--- src/rtl/useq_pkg.sv ---
package useq_pkg;

  localparam int UPC_W = 4;
  localparam int OP_W  = 6;

  typedef enum logic [1:0] {
    SQ_ZERO = 2'b00,
    SQ_DISP = 2'b01,
    SQ_INC  = 2'b10,
    SQ_HOLD = 2'b11
  } seq_e;

  typedef enum logic [1:0] {
    FN_ADD = 2'b00,
    FN_SUB = 2'b01,
    FN_OR  = 2'b10,
    FN_FUN = 2'b11
  } alu_fn_e;

  typedef struct packed {
    logic    ir_load;
    logic    pc_load;
    logic    pc_branch;
    logic    a_load;
    logic    b_load;
    logic    cmp_load;
    logic    ext_sign;
    logic    alu_imm;
    alu_fn_e alu_fn;
    logic    s_load;
    logic    mem_rd;
    logic    mem_wr;
    logic    rf_wr;
    logic    wb_mem;
    logic    dst_rd;
  } ctl_t;

  typedef struct packed {
    seq_e seq;
    ctl_t ctl;
  } uword_t;

  localparam logic [OP_W-1:0] OPC_ALU  = 6'b000000;
  localparam logic [OP_W-1:0] OPC_BEQ  = 6'b000100;
  localparam logic [OP_W-1:0] OPC_ORI  = 6'b001101;
  localparam logic [OP_W-1:0] OPC_LOAD = 6'b100011;
  localparam logic [OP_W-1:0] OPC_STOR = 6'b101011;

  function automatic logic [UPC_W-1:0] dispatch_map(input logic [OP_W-1:0] op);
    case (op)
      OPC_ALU:  dispatch_map = 4'd4;
      OPC_BEQ:  dispatch_map = 4'd3;
      OPC_ORI:  dispatch_map = 4'd6;
      OPC_LOAD: dispatch_map = 4'd8;
      OPC_STOR: dispatch_map = 4'd11;
      default:  dispatch_map = 4'd0;
    endcase
  endfunction

  function automatic uword_t ucode(input int addr);
    uword_t w;
    w = '0;
    w.seq = SQ_ZERO;
    case (addr)
      0:  begin w.seq = SQ_INC;  w.ctl.ir_load = 1'b1; w.ctl.mem_rd = 1'b1; end
      1:  begin w.seq = SQ_DISP; w.ctl.a_load = 1'b1; w.ctl.b_load = 1'b1;
                w.ctl.cmp_load = 1'b1; end
      3:  begin w.ctl.pc_load = 1'b1; w.ctl.pc_branch = 1'b1; end
      4:  begin w.seq = SQ_INC;  w.ctl.alu_fn = FN_FUN; w.ctl.s_load = 1'b1; end
      5:  begin w.ctl.rf_wr = 1'b1; w.ctl.dst_rd = 1'b1; w.ctl.pc_load = 1'b1; end
      6:  begin w.seq = SQ_INC;  w.ctl.alu_imm = 1'b1; w.ctl.alu_fn = FN_OR;
                w.ctl.s_load = 1'b1; end
      7:  begin w.ctl.rf_wr = 1'b1; w.ctl.pc_load = 1'b1; end
      8, 11: begin w.seq = SQ_INC; w.ctl.ext_sign = 1'b1; w.ctl.alu_imm = 1'b1;
                w.ctl.alu_fn = FN_ADD; w.ctl.s_load = 1'b1; end
      9:  begin w.seq = SQ_INC;  w.ctl.mem_rd = 1'b1; end
      10: begin w.ctl.rf_wr = 1'b1; w.ctl.wb_mem = 1'b1; w.ctl.pc_load = 1'b1; end
      12: begin w.ctl.mem_wr = 1'b1; w.ctl.pc_load = 1'b1; end
      default: w = '0;
    endcase
    return w;
  endfunction

endpackage

--- src/rtl/useq_dispatch.sv ---
module useq_dispatch
  import useq_pkg::*;
#(
  parameter int OPW = OP_W,
  parameter int AW  = UPC_W
) (
  input  logic [OPW-1:0] op,
  output logic [AW-1:0]  target
);
  always_comb begin
    target = AW'(dispatch_map(op));
  end
endmodule

--- src/rtl/useq_next.sv ---
module useq_next
  import useq_pkg::*;
#(
  parameter int AW = UPC_W
) (
  input  seq_e          seq,
  input  logic          stall,
  input  logic [AW-1:0] cur,
  input  logic [AW-1:0] disp,
  output logic [AW-1:0] nxt
);
  always_comb begin
    if (stall) begin
      nxt = cur;
    end else begin
      case (seq)
        SQ_ZERO: nxt = '0;
        SQ_DISP: nxt = disp;
        SQ_INC:  nxt = cur + 1'b1;
        default: nxt = cur;
      endcase
    end
  end
endmodule

--- src/rtl/useq_store.sv ---
module useq_store
  import useq_pkg::*;
#(
  parameter int AW = UPC_W
) (
  input  logic          clk,
  input  logic          rst,
  input  logic [AW-1:0] addr,
  output uword_t        word_q
);
  localparam int DEPTH = 1 << AW;
  localparam int WW    = $bits(uword_t);

  logic [WW-1:0] mem [DEPTH];

  initial begin
    for (int i = 0; i < DEPTH; i++) mem[i] = ucode(i);
  end

  always_ff @(posedge clk) begin
    if (rst) word_q <= ucode(0);
    else     word_q <= uword_t'(mem[addr]);
  end
endmodule

--- src/rtl/useq_ctrl.sv ---
module useq_ctrl
  import useq_pkg::*;
#(
  parameter int AW  = UPC_W,
  parameter int OPW = OP_W
) (
  input  logic           clk,
  input  logic           rst,
  input  logic [OPW-1:0] opcode,
  input  logic           stall,
  output logic [AW-1:0]  upc,
  output logic [15:0]    ctl
);
  logic [AW-1:0] upc_q;
  logic [AW-1:0] disp_addr;
  logic [AW-1:0] nxt_addr;
  uword_t        word_q;

  useq_dispatch #(.OPW(OPW), .AW(AW)) u_disp (
    .op     (opcode),
    .target (disp_addr)
  );

  useq_next #(.AW(AW)) u_next (
    .seq   (word_q.seq),
    .stall (stall),
    .cur   (upc_q),
    .disp  (disp_addr),
    .nxt   (nxt_addr)
  );

  useq_store #(.AW(AW)) u_store (
    .clk    (clk),
    .rst    (rst),
    .addr   (nxt_addr),
    .word_q (word_q)
  );

  always_ff @(posedge clk) begin
    if (rst) upc_q <= '0;
    else     upc_q <= nxt_addr;
  end

  assign upc = upc_q;
  assign ctl = word_q.ctl;

  // synchronous reset lands on fetch
  a_r1_reset_fetch: assert property (@(posedge clk)
    rst |=> (upc_q == '0 && ctl == 16'h8010));

  // stall freezes address and control word
  a_r5_stall_hold: assert property (@(posedge clk) disable iff (rst)
    stall |=> ($stable(upc_q) && $stable(ctl)));

  // step code advances by one
  a_r2_step: assert property (@(posedge clk) disable iff (rst)
    (!stall && word_q.seq == SQ_INC) |=> upc_q == AW'($past(upc_q) + 1'b1));

  // return code goes to fetch
  a_r2_return: assert property (@(posedge clk) disable iff (rst)
    (!stall && word_q.seq == SQ_ZERO) |=> upc_q == '0);

  // dispatch follows the opcode table
  a_r3_dispatch: assert property (@(posedge clk) disable iff (rst)
    (!stall && word_q.seq == SQ_DISP) |=> upc_q == AW'(dispatch_map($past(opcode))));

  // never read and write memory together
  a_r9_mem_excl: assert property (@(posedge clk) disable iff (rst)
    !(ctl[4] && ctl[3]));
endmodule

--- config.mk ---
export PLATFORM = sky130hd
export DESIGN_NAME = useq_ctrl
export DESIGN_NICKNAME = d
export VERILOG_FILES = /design/src/rtl/useq_pkg.sv /design/src/rtl/useq_dispatch.sv /design/src/rtl/useq_next.sv /design/src/rtl/useq_store.sv /design/src/rtl/useq_ctrl.sv
export SDC_FILE = /design/constraint.sdc
export NUM_CORES = 1
export LEC_CHECK = 0
export BUFFER_PORTS_ARGS = -buffer_cell sky130_fd_sc_hd__buf_2
export CORE_UTILIZATION = 49
export DETAILED_ROUTE_END_ITERATION = 10
export PLACE_DENSITY = 0.82
export SETUP_SLACK_MARGIN = 0.3
export SLEW_MARGIN = 20
export SYNTH_ARGS = -nofsm -noshare
export SYNTH_HDL_FRONTEND = slang
export SYNTH_SLANG_ARGS = --single-unit
--- constraint.sdc ---
create_clock -name clk -period 2.12 [get_ports clk]
set_input_delay 0.212 -clock clk [delete_from_list [all_inputs] [get_ports clk]]
set_output_delay 0.212 -clock clk [all_outputs]
set_load 0.01 [all_outputs]
# Yosys cells after proc, flatten, opt, wreduce, memory -nomap -nowiden
# Memories as Yosys holds them, arrays and structs flattened. A register that Yosys moved wholly into a read port is not among the register bits.
# Cells that the tools add are included.
# Widths: inputs -> output; s select.
word_totals:
  regBits: 4
  mem_bits_ro: 288
  inputBits: 9
  output_inout_bits: 20
  wordCells: 14
  n_memories: 1
mem_list:
  columns: ["name", "words", "width", "rd", "rd_ports_with_merged_regs", "wr", "line", "text"]
  rows:
  - ["u_store.mem", 16, 18, 1, 1, 0, "useq_store.sv:14", "logic [WW-1:0] mem [DEPTH];"]
classes:
  addsub: 1
  eq_ne: 6
  n_mux: 3
  n_reduce_logical: 2
ops:
  columns: ["cell", "count"]
  rows:
  - ["$pmux 4 s5", 1]
  - ["$eq 6x6->1 const B", 2]
  - ["$pmux 4 s3", 1]
  - ["$eq 6x3->1 const B", 1]
  - ["$eq 6x4->1 const B", 1]
  - ["$logic_not 6->1", 1]
  - ["$add 4x1->4 const B", 1]
  - ["$mux 4", 1]
  - ["$eq 2x1->1 const B", 1]
  - ["$eq 2x2->1 const B", 1]
  - ["$logic_not 2->1", 1]

# Logic depth before layout (Yosys ltp)
logic_depth:
  depth_word: 4
  ltp_mapped: 8
  ltp_nobuf: 7

# Modules after synthesis
# From an unflattened synthesis, not the netlist that was laid out.
hier_totals:
  cells_unflattened: 107
  area_unflattened_um2: 1004.7
modules_own_cells:
  columns: ["module", "instances", "cells_per_inst", "area_each_um2", "seq_area_each_um2"]
  rows:
  - ["useq_store", 1, 59, 623.1, 300.3]
  - ["useq_next", 1, 26, 191.4, 0.0]
  - ["useq_ctrl", 1, 8, 105.1, 80.1]
  - ["useq_dispatch", 1, 14, 85.1, 0.0]

# Worst setup path after synthesis
# No wires, ideal clock.
synth_timing:
  path_type: "reg2reg"
  startpoint: "register, netlist name u_store.word_q[16]"
  endpoint: "register, netlist name u_store.word_q[17]"
  setup_time_ns: 0.120
  arrival_time_ns: 1.755
  required_ns: 2.000
  slack_ns: 0.246
  stages_incl_launch_ff: 8
  n_path_buf: 1
  synth_period_minus_slack_ns: 1.874
  cell_sequence: "dfxtp_1 nor4b_1 o2111ai_1 nand3_1 buf_2 ha_1 nor3_2 a211o_1"
synth_between:
  elab_chain_len: 3
  elab_cells_between_ends: 5
  cone_classes: "eq/ne (2); mux (2); reduce/logical (1)"
synth_lines:
  columns: ["item", "line", "text"]
  rows:
  - ["$eq 2x2->1, or another cell as far along", "useq_next.sv:16", "case (seq)"]
  - ["$pmux 4 s3 *", "useq_next.sv:16", null]
  - ["$mux 4 *", "useq_next.sv:13", "if (stall) begin"]
# Every way passes the cells marked *; elsewhere a longest branch is shown, timed or not.
# A chain may end at the register's enable or synchronous reset.

# Final worst setup path
layout_timing:
  startpoint: "register, netlist name u_store.word_q[17]"
  endpoint: "register, netlist name u_store.word_q[4]"
layout_between:
  elab_chain_len: 3
  elab_cells_between_ends: 5
  cone_classes: "eq/ne (2); mux (2); reduce/logical (1)"
layout_lines:
  columns: ["item", "line"]
  rows:
  - ["$eq 2x2->1, or another cell as far along", "useq_next.sv:16"]
  - ["$pmux 4 s3 *", "useq_next.sv:16"]
  - ["$mux 4 *", "useq_next.sv:13"]
# Marked as above.

==> run metrics <==
status=finished clean; Clock Skews=between 0.002 and 0.0025 ns; share of layout cells above drive strength 1=about 58%; Final min period=1.82 ns; HP Class=in2reg; placed inst area=approximately 0.0011 mm2; Min Hold Slack=around 0.25 ns; synth unique cells=39; Slew @ Worst Pin=between 0.3 and 0.4 ns; max_cap viols=0; row count=15; Avg Inst Size Synth=9.57 um2; CTS Buffer Depth=2; post-synthesis cell area=approximately 930 um2; Slew Viols, Final=0; layout overhead on the synthesized area=48.2%; R2R Setup Slk=slightly below 0.3 ns; final worst path period share=around 86%; Sink Count=19; sequential share of the synthesized area=between 40% and 50%; largest net degree at the start of global routing=14; Post-Layout Cell Count=165; Antenna Cells=0; commonest non-fill, non-tap cell in the layout=buf_2; FILL cells=roughly 120; CP Data Required Time=roughly 2.3 ns; first-pass GRT wire length=3660 um; post-synth top area share=41.0%; die width=between 40 and 50 um; CTS H-tree depth=1; fmax=549 MHz; element type at the critical path start=register; top cells by area, synth=dfxtp_1 (41%), nor3_1 (3.2%), nand2_1 (3.2%), a2111oi_4 (3.0%), ha_1 (2.7%); most frequent cells in the layout=buf_2 (28), dfxtp_1 (15), buf_4 (13); gr usage total=~25%; final setup violation count=0; initial antenna violation count=0; Relative slew margins=76.7%; synthesized instance count=97; io pins=29; total iterations of the first detailed-routing run=4; Critical Path Fanout Max=5; clock-pin transition on the worst setup and hold timing paths=0.10 ns; CTS tree=built; port bufs=28; PwrDens=~620 mW/mm2; Setup TNS Final=0 ns; chip height=about 46 um; Hold Buf Count CTS=0; Synth Register Bits=19; total power=roughly 0.85 mW; FF-to-FF path depth=6; area leader, netlist=dfxtp_1; global route total overflow=0; total CTS buffers=3; Worst-Skew Late Latency=0.29 ns; Detailed Place HPWL=approximately 1500 um; RSZ-0062 raised after global routing=yes; via count=between 900 and 1000; slowest stage delay, CP=about 0.5 ns; CP Class=reg2reg; Slowest-stage cell, CP=or4b_4; die area=0.00207 mm2; Hold Crit Depth=2; Worst EP arrival=roughly 2.0 ns; Cell Count Post-Placement=between 100 and 150; DRT iter0 DRCs=21; warnings from Yosys=0; P_leak=between 0.6 and 0.7 nW; syn_nets=108; Critical Path End Type=register; wire per inst=around 15 um; Final #Nets=about 150; Synth async-reset ratio=0%; RePlAce Congestion=between 0.8 and 0.9; CTS root buf=clkbuf_4; post-route cell area=~0.0014 mm2; Worst VDD drop=roughly 0.6 mV; remaining antenna violation count=0; Post-synth EDFFs=0; initial core utilization=~53%; via/cell ratio=between 5 and 6; vias in the first global route=between 800 and 900; cells along the critical path=or4b_4 -> a2111oi_4 -> or3_4 -> buf_4 -> nor2_1 -> a31o_2; Fin. Hold Viols=0; final WL=2520 um; Core ar.=approximately 0.0017 mm2; Post-synth top flop=dfxtp_1; DRC Markers=0
## critical path, delay by kind of cell (launching register included)
family,cells,cell delay (ns)
buffers and inverters,1,0.12
flip-flops,1,0.35
AO/OA/AOI/OAI,2,0.46
AND/OR/NAND/NOR,3,0.78
## where the power goes
part / total [mW] / leakage, nW / internal (mW) / switching, mW
registers: 0.392 / 0.157 / 0.380 / 0.0124
logic: 0.284 / 0.436 / 0.132 / 0.152
clock network: 0.177 / 0.0150 / 0.0733 / 0.104
total: 0.852 / 0.607 / 0.585 / 0.268
## logic make-up (layout without fill, tap and decap cells)
kind of cell / count (synthesis) / in the layout / synth area share [%]
adder cells (fa/ha/maj): 2 / 2 / 2.69
AND/OR/NAND/NOR: 47 / 48 / 30.3
AO/OA/AOI/OAI: 20 / 20 / 19.5
buffers and inverters: 8 / 50 / 5.39
flip-flops: 19 / 19 / 41.0
multiplexers: 1 / 1 / 1.08
## stage by stage
stage | utilization [%] | setup WS, ns
after global routing | 78.9 | 0.207
after floorplan | - | 0.340
after detailed placement | 61.9 | 0.199
final | 78.9 | 0.298
after CTS | 71.5 | 0.239
after global placement | 61.9 | 0.280
## final cells by class
| cell class | instances | area, um2 | share of cell area (%) |
|---|---|---|---|
| Inverter | 2 | 10.0 | 0.727 |
| Tap cell | 25 | 31.3 | 2.27 |
| Clock buffer | 4 | 26.3 | 1.91 |
| Sequential cell | 19 | 395 | 28.7 |
| Timing Repair Buffer | 44 | 272 | 19.7 |
| Multi-Input combinational cell | 71 | 642 | 46.6 |
## worst paths after layout
check / from / to
worst max-delay path: u_store.word_q[17] / u_store.word_q[4]
worst min register to register: upc[3] / u_store.word_q[16]
worst max register to register: u_store.word_q[17] / u_store.word_q[4]
worst min-delay path: rst / upc[3]
## registers in the layout (all words and copies together) (netlist names)
signal,count
u_store.word_q,15
upc,4
## synthesized netlist by cell type, drive strengths merged (2+ instances only)
master  number
a211o        2
a21o         3
a21oi        3
a22oi        3
and2b        2
buf          5
dfxtp       19
ha           2
inv          2
nand2        8
nand2b       3
nand3        5
nor2         7
nor3         7
nor3b        3
nor4         3
nor4b        2
o21ai        3
or3          2
## timing repair
item                       4_1_cts  5_1_grt
gates resized for setup         14       21
setup endpoints to repair        9       16
pin swaps                        7        6
setup buffers                   11        3
gates cloned                     1        0
## metal layers
layer	track usage (%)	share of wire [%]	up-vias	routed length, um
met1	28.6	41	446	1020
met5	0	0	-	0
li1	-	-	446	-
met4	13.3	2.1	0	52
met2	45.4	54	31	1370
met3	2.38	3.2	4	81
(Power assumes the default switching activity.)
